`config.mk`:
```
export PLATFORM = sky130hd
export DESIGN_NAME = evt_arbiter
export DESIGN_NICKNAME = d
export VERILOG_FILES = /design/src/rtl/evt_arb_pkg.sv /design/src/rtl/evt_sync.sv /design/src/rtl/evt_nmi_latch.sv /design/src/rtl/evt_prio_sel.sv /design/src/rtl/evt_arbiter.sv
export SDC_FILE = /design/constraint.sdc
export NUM_CORES = 1
export LEC_CHECK = 0
export ABC_AREA = 1
export BUFFER_PORTS_ARGS = -buffer_cell sky130_fd_sc_hd__buf_2
export CAP_MARGIN = 10
export CELL_PAD_IN_SITES_DETAIL_PLACEMENT = 1
export CELL_PAD_IN_SITES_GLOBAL_PLACEMENT = 1
export CORE_UTILIZATION = 38
export DETAILED_ROUTE_END_ITERATION = 10
export PLACE_DENSITY = 0.86
export SLEW_MARGIN = 5
export SYNTH_ARGS = -nofsm -noshare
export SYNTH_HDL_FRONTEND = slang
export SYNTH_SLANG_ARGS = --single-unit
```
`constraint.sdc`:
```
create_clock -name clk -period 1.8 [get_ports clk]
set_input_delay 0 -clock clk [delete_from_list [all_inputs] [get_ports clk]]
set_output_delay 0 -clock clk [all_outputs]
set_load 0.01 [all_outputs]
```
`src/rtl/evt_arb_pkg.sv`:
```
package evt_arb_pkg;
  typedef enum logic {
    ARB_RUN = 1'b0,
    ARB_BUS = 1'b1
  } arb_state_t;

  // grant bit positions (order of the arbitration chain, bit 0 wins)
  localparam int GNT_NMI  = 0;
  localparam int GNT_INT0 = 1;
endpackage

```
`src/rtl/evt_sync.sv`:
```
module evt_sync #(
  parameter int   WIDTH     = 1,
  parameter int   STAGES    = 2,
  parameter logic RESET_VAL = 1'b1
) (
  input  logic             clk,
  input  logic             rst_n,
  input  logic [WIDTH-1:0] d,
  output logic [WIDTH-1:0] q
);
  logic [STAGES-1:0][WIDTH-1:0] stg;

  always_ff @(posedge clk or negedge rst_n) begin
    if (!rst_n) begin
      stg <= {STAGES{{WIDTH{RESET_VAL}}}};
    end else begin
      stg[0] <= d;
      for (int s = 1; s < STAGES; s++) begin
        stg[s] <= stg[s-1];
      end
    end
  end

  assign q = stg[STAGES-1];
endmodule

```
`src/rtl/evt_nmi_latch.sv`:
```
module evt_nmi_latch (
  input  logic clk,
  input  logic rst_n,
  input  logic lvl_n,
  input  logic ack,
  output logic pend
);
  logic prev_n;
  logic fall;

  assign fall = prev_n & ~lvl_n;

  always_ff @(posedge clk or negedge rst_n) begin
    if (!rst_n) begin
      prev_n <= 1'b1;
      pend   <= 1'b0;
    end else begin
      prev_n <= lvl_n;
      // a fresh edge wins over a same-cycle acknowledge; repeats merge
      pend   <= (pend & ~ack) | fall;
    end
  end
endmodule

```
`src/rtl/evt_prio_sel.sv`:
```
module evt_prio_sel #(
  parameter int N = 4
) (
  input  logic [N-1:0] req,
  output logic [N-1:0] sel
);
  logic [N:0] blocked;

  assign blocked[0] = 1'b0;

  for (genvar i = 0; i < N; i++) begin : g_chain
    assign sel[i]       = req[i] & ~blocked[i];
    assign blocked[i+1] = blocked[i] | req[i];
  end
endmodule

```
`src/rtl/evt_arbiter.sv`:
```
module evt_arbiter
  import evt_arb_pkg::*;
#(
  parameter int N_IRQ       = 3,
  parameter int SYNC_STAGES = 2
) (
  input  logic             clk,
  input  logic             rst_n,
  input  logic             busreq_n,
  input  logic             nmi_n,
  input  logic [N_IRQ-1:0] irq_n,
  input  logic [N_IRQ-1:0] irq_en,
  input  logic             mc_end,
  input  logic             ins_end,
  output logic             busack_n,
  output logic             bus_oe,
  output logic [N_IRQ:0]   grant,
  output logic             m1_n,
  output logic             iorq_n
);
  localparam int NSRC  = N_IRQ + 1;
  localparam int NSYNC = N_IRQ + 2;

  logic [NSYNC-1:0] raw_n;
  logic [NSYNC-1:0] syn_n;
  logic             busreq_s;
  logic             nmi_lvl_n;
  logic [N_IRQ-1:0] irq_s;
  logic             nmi_pend;
  logic             nmi_ack;
  logic [NSRC-1:0]  req_vec;
  logic [NSRC-1:0]  win;

  arb_state_t       st_q, st_d;
  logic             issue;
  logic             busack_q;
  logic             oe_q;
  logic [NSRC-1:0]  grant_q;
  logic             ack0_q;

  assign raw_n = {irq_n, nmi_n, busreq_n};

  evt_sync #(
    .WIDTH    (NSYNC),
    .STAGES   (SYNC_STAGES),
    .RESET_VAL(1'b1)
  ) u_sync (
    .clk  (clk),
    .rst_n(rst_n),
    .d    (raw_n),
    .q    (syn_n)
  );

  assign busreq_s  = ~syn_n[0];
  assign nmi_lvl_n = syn_n[1];
  assign irq_s     = ~syn_n[NSYNC-1:2] & irq_en;

  evt_nmi_latch u_nmi (
    .clk  (clk),
    .rst_n(rst_n),
    .lvl_n(nmi_lvl_n),
    .ack  (nmi_ack),
    .pend (nmi_pend)
  );

  assign req_vec = {irq_s, nmi_pend};

  evt_prio_sel #(.N(NSRC)) u_prio (
    .req(req_vec),
    .sel(win)
  );

  always_comb begin
    st_d  = st_q;
    issue = 1'b0;
    unique case (st_q)
      ARB_RUN: begin
        if (mc_end && busreq_s) begin
          st_d = ARB_BUS;
        end else if (ins_end && (|req_vec)) begin
          issue = 1'b1;
        end
      end
      ARB_BUS: begin
        if (!busreq_s) st_d = ARB_RUN;
      end
      default: st_d = ARB_RUN;
    endcase
  end

  assign nmi_ack = issue & win[GNT_NMI];

  always_ff @(posedge clk or negedge rst_n) begin
    if (!rst_n) begin
      st_q     <= ARB_RUN;
      busack_q <= 1'b0;
      oe_q     <= 1'b0;
      grant_q  <= '0;
      ack0_q   <= 1'b0;
    end else begin
      st_q     <= st_d;
      busack_q <= (st_d == ARB_BUS);
      oe_q     <= (st_d != ARB_BUS);
      grant_q  <= issue ? win : '0;
      ack0_q   <= issue & win[GNT_INT0];
    end
  end

  assign busack_n = ~busack_q;
  assign bus_oe   = oe_q;
  assign grant    = grant_q;
  assign m1_n     = ~ack0_q;
  assign iorq_n   = ~ack0_q;
endmodule

```
==> results.json, run 1 <==
{
  "outcome": "finished clean",
  "utilization_pct": 59.7,
  "gp_congestion": 0.655,
  "rrSetupSlack_ns": 0.37,
  "yosys.cell_types.count": 11,
  "routed_wirelength_um": 961,
  "gr-total-overflow": 0,
  "worst_slack_ns": 0.367,
  "worstSetupStartpointType": "register",
  "worst_slew_pin_slew_ns": 0.369,
  "antennaDiodeCount": 0,
  "route.detailed.drc": 0,
  "hold_class": "in -> reg",
  "maximum_capacitance_violations": 0,
  "synth-compound-area-share_pct": 2.33,
  "antenna_found_initial": 0,
  "io_pins": 20,
  "power_density_nw_per_um2": 869,
  "worstPathRequired_ns": 2.02,
  "synthSimpleGateAreaFrac_pct": 10.8,
  "die_width_um": 41.4,
  "layout-drive-gt1-share_pct": 46.8,
  "worstSkewPairLatency_ns": 0.28,
  "max_slew_margin_pct": 75.4,
  "ant_nets": 0,
  "static-leakage-power_nw": 0.417,
  "placement_rows": 13,
  "synth.area.top_cells": "dfstp_2 49%, dfrtp_1 30%, inv_1 5.1%, nand2_1 4.4%, nor2_1 3.8%",
  "fin_worst_hold_slack_ns": 0.0110,
  "slew_violations": 0,
  "die-area_um2": 1720,
  "place.detailed.hpwl_um": 668,
  "muxShareOfSynthArea_pct": 0,
  "first_pass_grt_wire_length_um": 1610,
  "synth.yosys.warnings": 0,
  "final_nets": 90,
  "place.port_buffers": 19,
  "number_of_storage_elements_in_the_synthesis_netlist": 18,
  "critPathMaxFanout": 5,
  "timing.critical_path.from": "u_sync.q[0]$_DFF_PN1_",
  "dpl_cell_area_um2": 689,
  "worst_ir_drop_vdd_uv": 502,
  "clockRootBuffer": "clkbuf_4",
  "clock.fmax_ghz": 0.698,
  "post_cts_resize_count": 0,
  "cts_hold_buffers": 10,
  "synth.most_common_cell": "dfstp_2",
  "detail_route.vias_per_cell": 4.34,
  "hold_start": "irq_en[2]",
  "tritoncts.num_buffers": 3,
  "largest_net_degree_at_the_start_of_global_routing": 19,
  "worst_clock_skew_ns": 0.00273,
  "synth_top_family_by_area": "simple AND/OR/NAND/NOR gates",
  "ys_top_cells_by_count": "11 x dfstp_2, 8 x inv_1, 7 x dfrtp_1, 7 x nand2_1, 6 x nor2_1",
  "finalNonFillerCells": 92,
  "mappedNetlistNets": 58,
  "area_growth_syn_to_layout_pct": 38.1,
  "netlist_instances": 46,
  "critPathMaxStageDelay_ns": 0.55,
  "die_height_um": 41.4,
  "worstPathCellList": "inv_1 -> nand2_1 -> nand3_2 -> nor2_1 -> dlygate4sd3_1",
  "clkSlewWorstSetupHoldPaths_ns": 0.10,
  "worst_ep_arrival_time_ns": 1.66,
  "finalSetupTns_ns": 0,
  "totalPowerFinal_uw": 709,
  "cts_htree_levels": 1,
  "fin_area_um2": 816,
  "globalRouteTotalUtil_pct": 12.8,
  "vias": 399,
  "yosysTopAreaCell": "dfstp_2",
  "tritoncts_clock_tree": "done",
  "initial_core_util_pct": 43.2,
  "hold_viol_final": 0,
  "dr.pass1.iters": 1,
  "postSynth.topFlopCell": "dfstp_2",
  "cts_setup_buffers": 0,
  "placement.setup.worst_slack_ns": 0.840,
  "cts.sink_count": 18,
  "per_instance_average_area_after_synthesis_um2": 12.8,
  "route.detailed.wl_per_inst_um": 10.4,
  "end_kind": "register",
  "rsz0062_at_grt": "no",
  "yosys.area.top_type_share_pct": 48.9,
  "cts-root-to-sink-buffers": 2,
  "post_synth_instance_area_um2": 591,
  "dpl.cell_count": 78,
  "core_region_area_um2": 1370,
  "fillerInstances": 147,
  "post_synth_xor_area_fraction_pct": 0,
  "synth_fa_ha_area_share_pct": 0,
  "grt_pass1_vias": 395,
  "synth.yosys.seq_area_share_pct": 78.6,
  "synth-edff-count": 0,
  "critical_path.reg2reg.startpoint": "u_sync.q[0]$_DFF_PN1_",
  "drt_first_iter_violations": 0,
  "postSynth.asyncResetShare_pct": 100,
  "cp_slowest_cell": "dlygate4sd3_1",
  "setup_viol": 0,
  "layout_min_cycle_time_ns": 1.43,
  "setup.worst_path.class": "reg -> reg",
  "min_period_over_period_pct": 79.6
}
## flip-flops by register name, summed over array words and instances, names as in the netlist
| signal | cells |
|---|---|
| grant | 3 |
| ack0_q | 1 |
| u_nmi.pend | 1 |
| u_nmi.prev_n | 1 |
| u_sync.q | 5 |
| busack_q | 1 |
| u_sync.stg | 5 |
| bus_oe | 1 |
## worst max-delay path: cells and delay by family (launching register included)
kind	cells	cell delay, ns
buffers and inverters	2	0.59
flip-flops	1	0.53
AND/OR/NAND/NOR	3	0.26
## logic make-up (layout without fill, tap and decap cells)
kind of cell / after synthesis / after routing
AND/OR/NAND/NOR: 15 / 15
AO/OA/AOI/OAI: 2 / 2
flip-flops: 18 / 18
buffers and inverters: 11 / 42
## report_power, final
group,internal [mW],switching (mW)
sequential,0.435,0.00863
combinational,0.0343,0.0332
clock,0.0859,0.112
total,0.555,0.154
## area by class of cell
| class | count | area, µm² | area share (%) |
|---|---|---|---|
| Sequential cell | 18 | 464 | 56.9 |
| Timing Repair Buffer | 29 | 195 | 23.9 |
| Tap cell | 15 | 18.8 | 2.30 |
| Clock buffer | 4 | 26.3 | 3.22 |
| Inverter | 9 | 33.8 | 4.14 |
| Multi-Input combinational cell | 17 | 77.6 | 9.51 |
## path summary, 6_finish.rpt
kind,cells after the start,end
worst max-delay path,5,ack0_q$_DFF_PN0_
max in group asynchronous,2,u_sync.q[0]$_DFF_PN1_
worst max register to register,5,ack0_q$_DFF_PN0_
worst min-delay path,5,grant[3]$_DFF_PN0_
worst min register to register,0,u_sync.q[4]$_DFF_PN1_
min in group asynchronous,2,u_nmi.pend$_DFF_PN0_
## per-layer routing
metal	routed length [µm]	GRT usage (%)	share of wire, %	vias up
li1	-	-	-	193
met1	357	11.8	37	192
met2	560	24.7	58	12
met3	38	3.91	4.0	2
met4	4	5.81	0.42	0
met5	0	0	0	-
## layout by cell type, fill, tap and decap left out
cell	instances
o21ai_1	1
dlygate4sd3_1	10
nor2_1	6
dfrtp_1	7
inv_2	1
dfstp_2	11
nand3_1	1
nand2_1	7
inv_1	8
clkbuf_1	1
buf_2	19
nand3_2	1
a21oi_2	1
clkbuf_4	3
No activity file was read; power rests on OpenSTA's default activity.
==> run 2: changes to the inputs <==
CORE_UTILIZATION = 35   (was 38)
PLACE_DENSITY = 0.8   (was 0.86)
clock period = 1.43 ns   (was 1.8 ns; I/O delays follow)
==> results.json, run 2 (synthesized netlist as in run 1, its figures left out) <==
{
  "outcome": "finished clean",
  "gr-max-usage-layer": "met2",
  "place.detailed.hpwl_um": 709,
  "initial_core_util_pct": 38.3,
  "globalRouteTotalUtil_pct": 13.8,
  "place.port_buffers": 19,
  "critPathMaxFanout": 5,
  "die_width_um": 43.1,
  "tritoncts.num_buffers": 3,
  "worst_ir_drop_vdd_uv": 849,
  "gr-total-overflow": 0,
  "cp_common_cell": "nand2_1",
  "finalSetupTns_ns": 0,
  "grt_pass1_vias": 468,
  "min_period_over_period_pct": 68.5,
  "antenna_found_initial": 0,
  "worst-r2r-cell-count": 5,
  "static-leakage-power_nw": 0.420,
  "dr.pass1.iters": 1,
  "critPathMaxStageDelay_ns": 0.54,
  "register_area_um2": 464,
  "placement.setup.worst_slack_ns": 0.450,
  "cp_slowest_cell": "dfstp_2",
  "first_pass_grt_wire_length_um": 1790,
  "worstPathRequired_ns": 1.62,
  "power_density_nw_per_um2": 1160,
  "layout-drive-gt1-share_pct": 48.1,
  "fillerInstances": 179,
  "placement_rows": 14,
  "end_kind": "register",
  "use_met1_pct": 11.4,
  "layout_min_cycle_time_ns": 0.980,
  "area_growth_syn_to_layout_pct": 40.0,
  "cts_setup_buffers": 0,
  "max_slew_margin_pct": 74.7,
  "clock.fmax_ghz": 1.02,
  "globalRouteMet2Util_pct": 27.9,
  "hold_end": "grant[2]$_DFF_PN0_",
  "rrSetupSlack_ns": 0.45,
  "hold_class": "in -> reg",
  "io_pins": 20,
  "hold_start": "irq_en[1]",
  "timing.critical_path.max_delay_family": "flip-flops",
  "routed_wirelength_um": 1050,
  "route.detailed.drc": 0,
  "die-area_um2": 1860,
  "crit-reg2reg-capture": "u_nmi.pend$_DFF_PN0_",
  "hold_viol_final": 0,
  "vias": 417,
  "worst_slew_pin_slew_ns": 0.380,
  "core_region_area_um2": 1540,
  "slew_violations": 0,
  "detail_route.vias_per_cell": 4.48,
  "gp_congestion": 0.640,
  "worst_ep_arrival_time_ns": 1.17,
  "worstSetupStartpointType": "register",
  "antennaDiodeCount": 0,
  "cp.buffers_inverters": 1,
  "largest_net_degree_at_the_start_of_global_routing": 19,
  "worst_clock_skew_ns": 0.00142,
  "clkSlewWorstSetupHoldPaths_ns": 0.10,
  "grt_use_met3_pct": 3.83,
  "route.detailed.wl_per_inst_um": 11.2,
  "cts_htree_levels": 1,
  "die_height_um": 43.1,
  "clockRootBuffer": "clkbuf_4",
  "rsz0062_at_grt": "no",
  "multi_input_comb_area_um2": 77.6,
  "cts.sink_count": 18,
  "worst_hold_path.num_cells": 5,
  "cts-root-to-sink-buffers": 2,
  "maximum_capacitance_violations": 0,
  "worst_slack_ns": 0.450,
  "worstPathCellList": "inv_1 -> nand2_1 -> nand3_2 -> nand2_1 -> nand2_1",
  "setup.worst_path.class": "reg -> reg",
  "drt_first_iter_violations": 0,
  "setup_viol": 0,
  "final_nets": 90,
  "critical_path.reg2reg.startpoint": "u_sync.q[0]$_DFF_PN1_",
  "worstSkewPairLatency_ns": 0.29,
  "ant_nets": 0,
  "tritoncts_clock_tree": "done",
  "layout_commonest_cell": "buf_2",
  "mostFrequentLayoutCells": "19 x buf_2, 11 x dfstp_2, 10 x dlygate4sd3_1"
}
run 2: cell counts in the layout (fill, tap and decap cells not counted):
No cell type changed its count.
run 2: how the worst max path moves through the flow:
stage / from / to / cells after the start
floorplan: u_sync.q[0]$_DFF_PN1_ / u_nmi.pend$_DFF_PN0_ / 5
global placement: u_sync.q[0]$_DFF_PN1_ / u_nmi.pend$_DFF_PN0_ / 5
global route: u_sync.q[0]$_DFF_PN1_ / u_nmi.pend$_DFF_PN0_ / 5
finish: u_sync.q[0]$_DFF_PN1_ / u_nmi.pend$_DFF_PN0_ / 5
CTS: u_sync.q[0]$_DFF_PN1_ / u_nmi.pend$_DFF_PN0_ / 5
detailed placement: u_sync.q[0]$_DFF_PN1_ / u_nmi.pend$_DFF_PN0_ / 5
run 2: layout make-up:
type / count / area share (%)
flip-flops and latches: 18 / 56.1
repair buffers: 29 / 23.6
multi-input cells: 17 / 9.38
clock buffers: 4 / 4.39
inverters: 9 / 4.08
well taps: 16 / 2.42
run 2: report_power, final:
part / total, mW / switching (mW) / leakage [nW] / internal, mW
sequential: 0.559 / 0.0115 / 0.205 / 0.548
combinational: 0.0871 / 0.0429 / 0.194 / 0.0442
clock: 0.310 / 0.155 / 0.0210 / 0.155
run 2: through the flow:
step | utilization, % | power (mW) | area (µm²) | instances | hold WS [ns]
3_3_place_gp | 44.8 | 0.629 | 691 | 79 | -0.0674
6_report | 53.7 | 0.956 | 827 | 93 | 0.0182
3_5_place_dp | 44.8 | 0.636 | 691 | 79 | -0.0567
4_1_cts | 53.7 | 0.976 | 827 | 93 | 0.00922
2_1_floorplan | - | 0.596 | 591 | 46 | -0.296
5_1_grt | 53.7 | 0.999 | 827 | 93 | 0.0315
run 2: routing by layer:
metal  vias up  part of all wire (%)
li1        193                     -
met3         2                   5.8
met1       206                    32
met2        16                    60
met5         -                     0
met4         0                   1.8
run 2: worst register-to-register path, cell delays in order (launching register included):
cell and delay (ns):
dfstp_2 0.54, inv_1 0.05, nand2_1 0.06, nand3_2 0.10
nand2_1 0.08, nand2_1 0.05
run 2: timing repair:
action | in CTS | in global routing
resized for setup | 0 | 0
endpoints found under the hold margin | 29 | 0
hold buffers | 10 | 0
==> run 3: changes to the inputs <==
ABC_AREA = 0   (was 1)
CORE_UTILIZATION = 33   (was 35)
PLACE_DENSITY = 0.78   (was 0.8)
clock period = 0.8 ns   (was 1.43 ns; I/O delays follow)
==> results.json, run 3 <==
{
  "layout_commonest_cell": "buf_2",
  "maximum_capacitance_violations": 0,
  "globalRouteTotalUtil_pct": 10.5,
  "yosys.area.top_type_share_pct": 48.9,
  "rsz0062_at_grt": "yes",
  "rrSetupSlack_ns": -0.21,
  "cts_htree_levels": 1,
  "final_nets": 79,
  "antenna_found_initial": 0,
  "detail_route.vias_per_cell": 4.16,
  "area_growth_syn_to_layout_pct": 39.4,
  "number_of_storage_elements_in_the_synthesis_netlist": 18,
  "clockRootBuffer": "clkbuf_4",
  "yosysTopAreaCell": "dfstp_2",
  "route.detailed.drc": 0,
  "slew_violations": 0,
  "setup_viol": 8,
  "cp.buffers_inverters": 0,
  "worst_ep_arrival_time_ns": 1.20,
  "multi_input_comb_area_um2": 93.8,
  "critical_path.reg2reg.startpoint": "u_sync.q[0]$_DFF_PN1_",
  "place.detailed.hpwl_um": 629,
  "per_instance_average_area_after_synthesis_um2": 16.0,
  "synth.area.top_cells": "dfstp_2 49%, dfrtp_1 30%, o211ai_4 3.6%, buf_4 2.5%, inv_1 2.5%",
  "utilization_pct": 51.6,
  "post_synth_instance_area_um2": 591,
  "cts.sink_count": 18,
  "routed_wirelength_um": 817,
  "synth.yosys.warnings": 0,
  "netlist_instances": 37,
  "largest_net_degree_at_the_start_of_global_routing": 19,
  "layout_min_cycle_time_ns": 1.01,
  "worstPathCellList": "o211ai_4 -> nor4_2",
  "worst_slack_ns": -0.209,
  "timing.critical_path.max_delay_family": "flip-flops",
  "totalPowerFinal_mw": 1.68,
  "postSynth.topFlopCell": "dfstp_2",
  "worstSetupStartpointType": "register",
  "grt_pass1_vias": 376,
  "end_kind": "register",
  "cp_slowest_cell": "dfstp_2",
  "route.detailed.wl_per_inst_um": 9.08,
  "synth.yosys.seq_area_share_pct": 78.6,
  "initial_core_util_pct": 37.0,
  "synth.most_common_cell": "dfstp_2",
  "die_width_um": 44.3,
  "critPathMaxStageDelay_ns": 0.57,
  "core_region_area_um2": 1590,
  "io_pins": 20,
  "placement.setup.worst_slack_ns": -0.211,
  "gp_congestion": 0.576,
  "yosys.cell_types.count": 15,
  "mostFrequentLayoutCells": "19 x buf_2, 11 x dfstp_2, 8 x dlygate4sd3_1",
  "critPathMaxFanout": 5,
  "die-area_um2": 1960,
  "worstPathRequired_ns": 0.99,
  "worstSkewPairLatency_ns": 0.28,
  "drt_first_iter_violations": 2,
  "place.port_buffers": 19,
  "critPathCapture": "grant[3]$_DFF_PN0_",
  "mappedNetlistNets": 49,
  "worst_ir_drop_vdd_uv": 1310,
  "crit-reg2reg-capture": "grant[3]$_DFF_PN0_",
  "ant_nets": 0,
  "tritoncts_clock_tree": "done",
  "first_pass_grt_wire_length_um": 1440,
  "tritoncts.num_buffers": 3,
  "layout-drive-gt1-share_pct": 59.1,
  "worstSetupPathDepth": 2,
  "dr.pass1.iters": 2,
  "min_period_over_period_pct": 126,
  "cts-root-to-sink-buffers": 2,
  "postSynth.asyncResetShare_pct": 100,
  "vias": 374,
  "outcome": "finished, violations left",
  "ys_top_cells_by_count": "11 x dfstp_2, 7 x dfrtp_1, 4 x inv_1",
  "die_height_um": 44.3,
  "clock.fmax_ghz": 0.991,
  "hold_class": "in -> reg",
  "failing_checks": "setup timing",
  "static-leakage-power_nw": 0.382,
  "worst_slew_pin_slew_ns": 0.377,
  "timing.critical_path.from": "u_sync.q[0]$_DFF_PN1_",
  "finalSetupTns_ns": -0.897,
  "clkSlewWorstSetupHoldPaths_ns": 0.09,
  "gr-total-overflow": 0,
  "register_area_um2": 464,
  "antennaDiodeCount": 0,
  "placement_rows": 14,
  "power_density_nw_per_um2": 2040,
  "max_slew_margin_pct": 74.8,
  "synth-edff-count": 0,
  "worst-r2r-cell-count": 2,
  "fillerInstances": 170,
  "setup.worst_path.class": "reg -> reg",
  "worst_clock_skew_ns": 0.00138,
  "hold_viol_final": 0
}
## run 3: worst min-delay path by stage
stage | slack (ns) | start | to | depth (start not counted)
floorplan | -0.30 | rst_n | ack0_q$_DFF_PN0_ | 0
global placement | -0.07 | rst_n | bus_oe$_DFF_PN0_ | 1
detailed placement | -0.06 | rst_n | bus_oe$_DFF_PN0_ | 1
CTS | 0.007 | ins_end | grant[3]$_DFF_PN0_ | 3
global route | 0.003 | ins_end | grant[2]$_DFF_PN0_ | 3
finish | 0.02 | ins_end | grant[0]$_DFF_PN0_ | 3
## run 3: power by group
part	leakage (nW)	switching, mW	internal (mW)
logic	0.156	0.0679	0.0759
registers	0.205	0.0261	0.979
clock network	0.0210	0.254	0.277
## run 3: area by class of cell
type / count / share of cell area, %
multi-input combinational: 11 / 11.4
tap: 24 / 3.65
inverter: 6 / 2.89
sequential: 18 / 56.4
clock buffer: 4 / 4.41
timing repair buffer: 27 / 21.3
## run 3: worst register-to-register path: stages (launching register included)
cell	delay, ns
dfstp_2	0.57
o211ai_4	0.10
nor4_2	0.25
## run 3: cell families after synthesis
logic type,after synthesis,share of synthesized area (%)
compound gates,2,5.08
buf+inv,8,6.56
flops,18,78.6
simple gates,9,9.75
## run 3: layer usage
metal | track usage (%) | routed length, µm | share of wire [%]
met4 | 5.45 | 0 | 0
met1 | 12.5 | 320 | 39
met5 | 0 | 0 | 0
met2 | 16.8 | 454 | 56
met3 | 3.67 | 42 | 5.1
## run 3: repair_timing
action                                  4_1_cts  5_1_grt
resized for setup                             0        1
hold buffers                                  8        0
endpoints found under the setup margin        9       14
pin swaps                                     2        3
hold endpoints to repair                     25        0
setup buffers                                 0        0
## run 3: through the flow
stage | std cells | hold slack, ns | cell area, µm²
after global routing | 90 | 0.00256 | 823
after CTS | 90 | 0.00728 | 817
after global placement | 78 | -0.0731 | 701
after detailed placement | 78 | -0.0598 | 701
final | 90 | 0.0168 | 823
after floorplan | 37 | -0.296 | 591
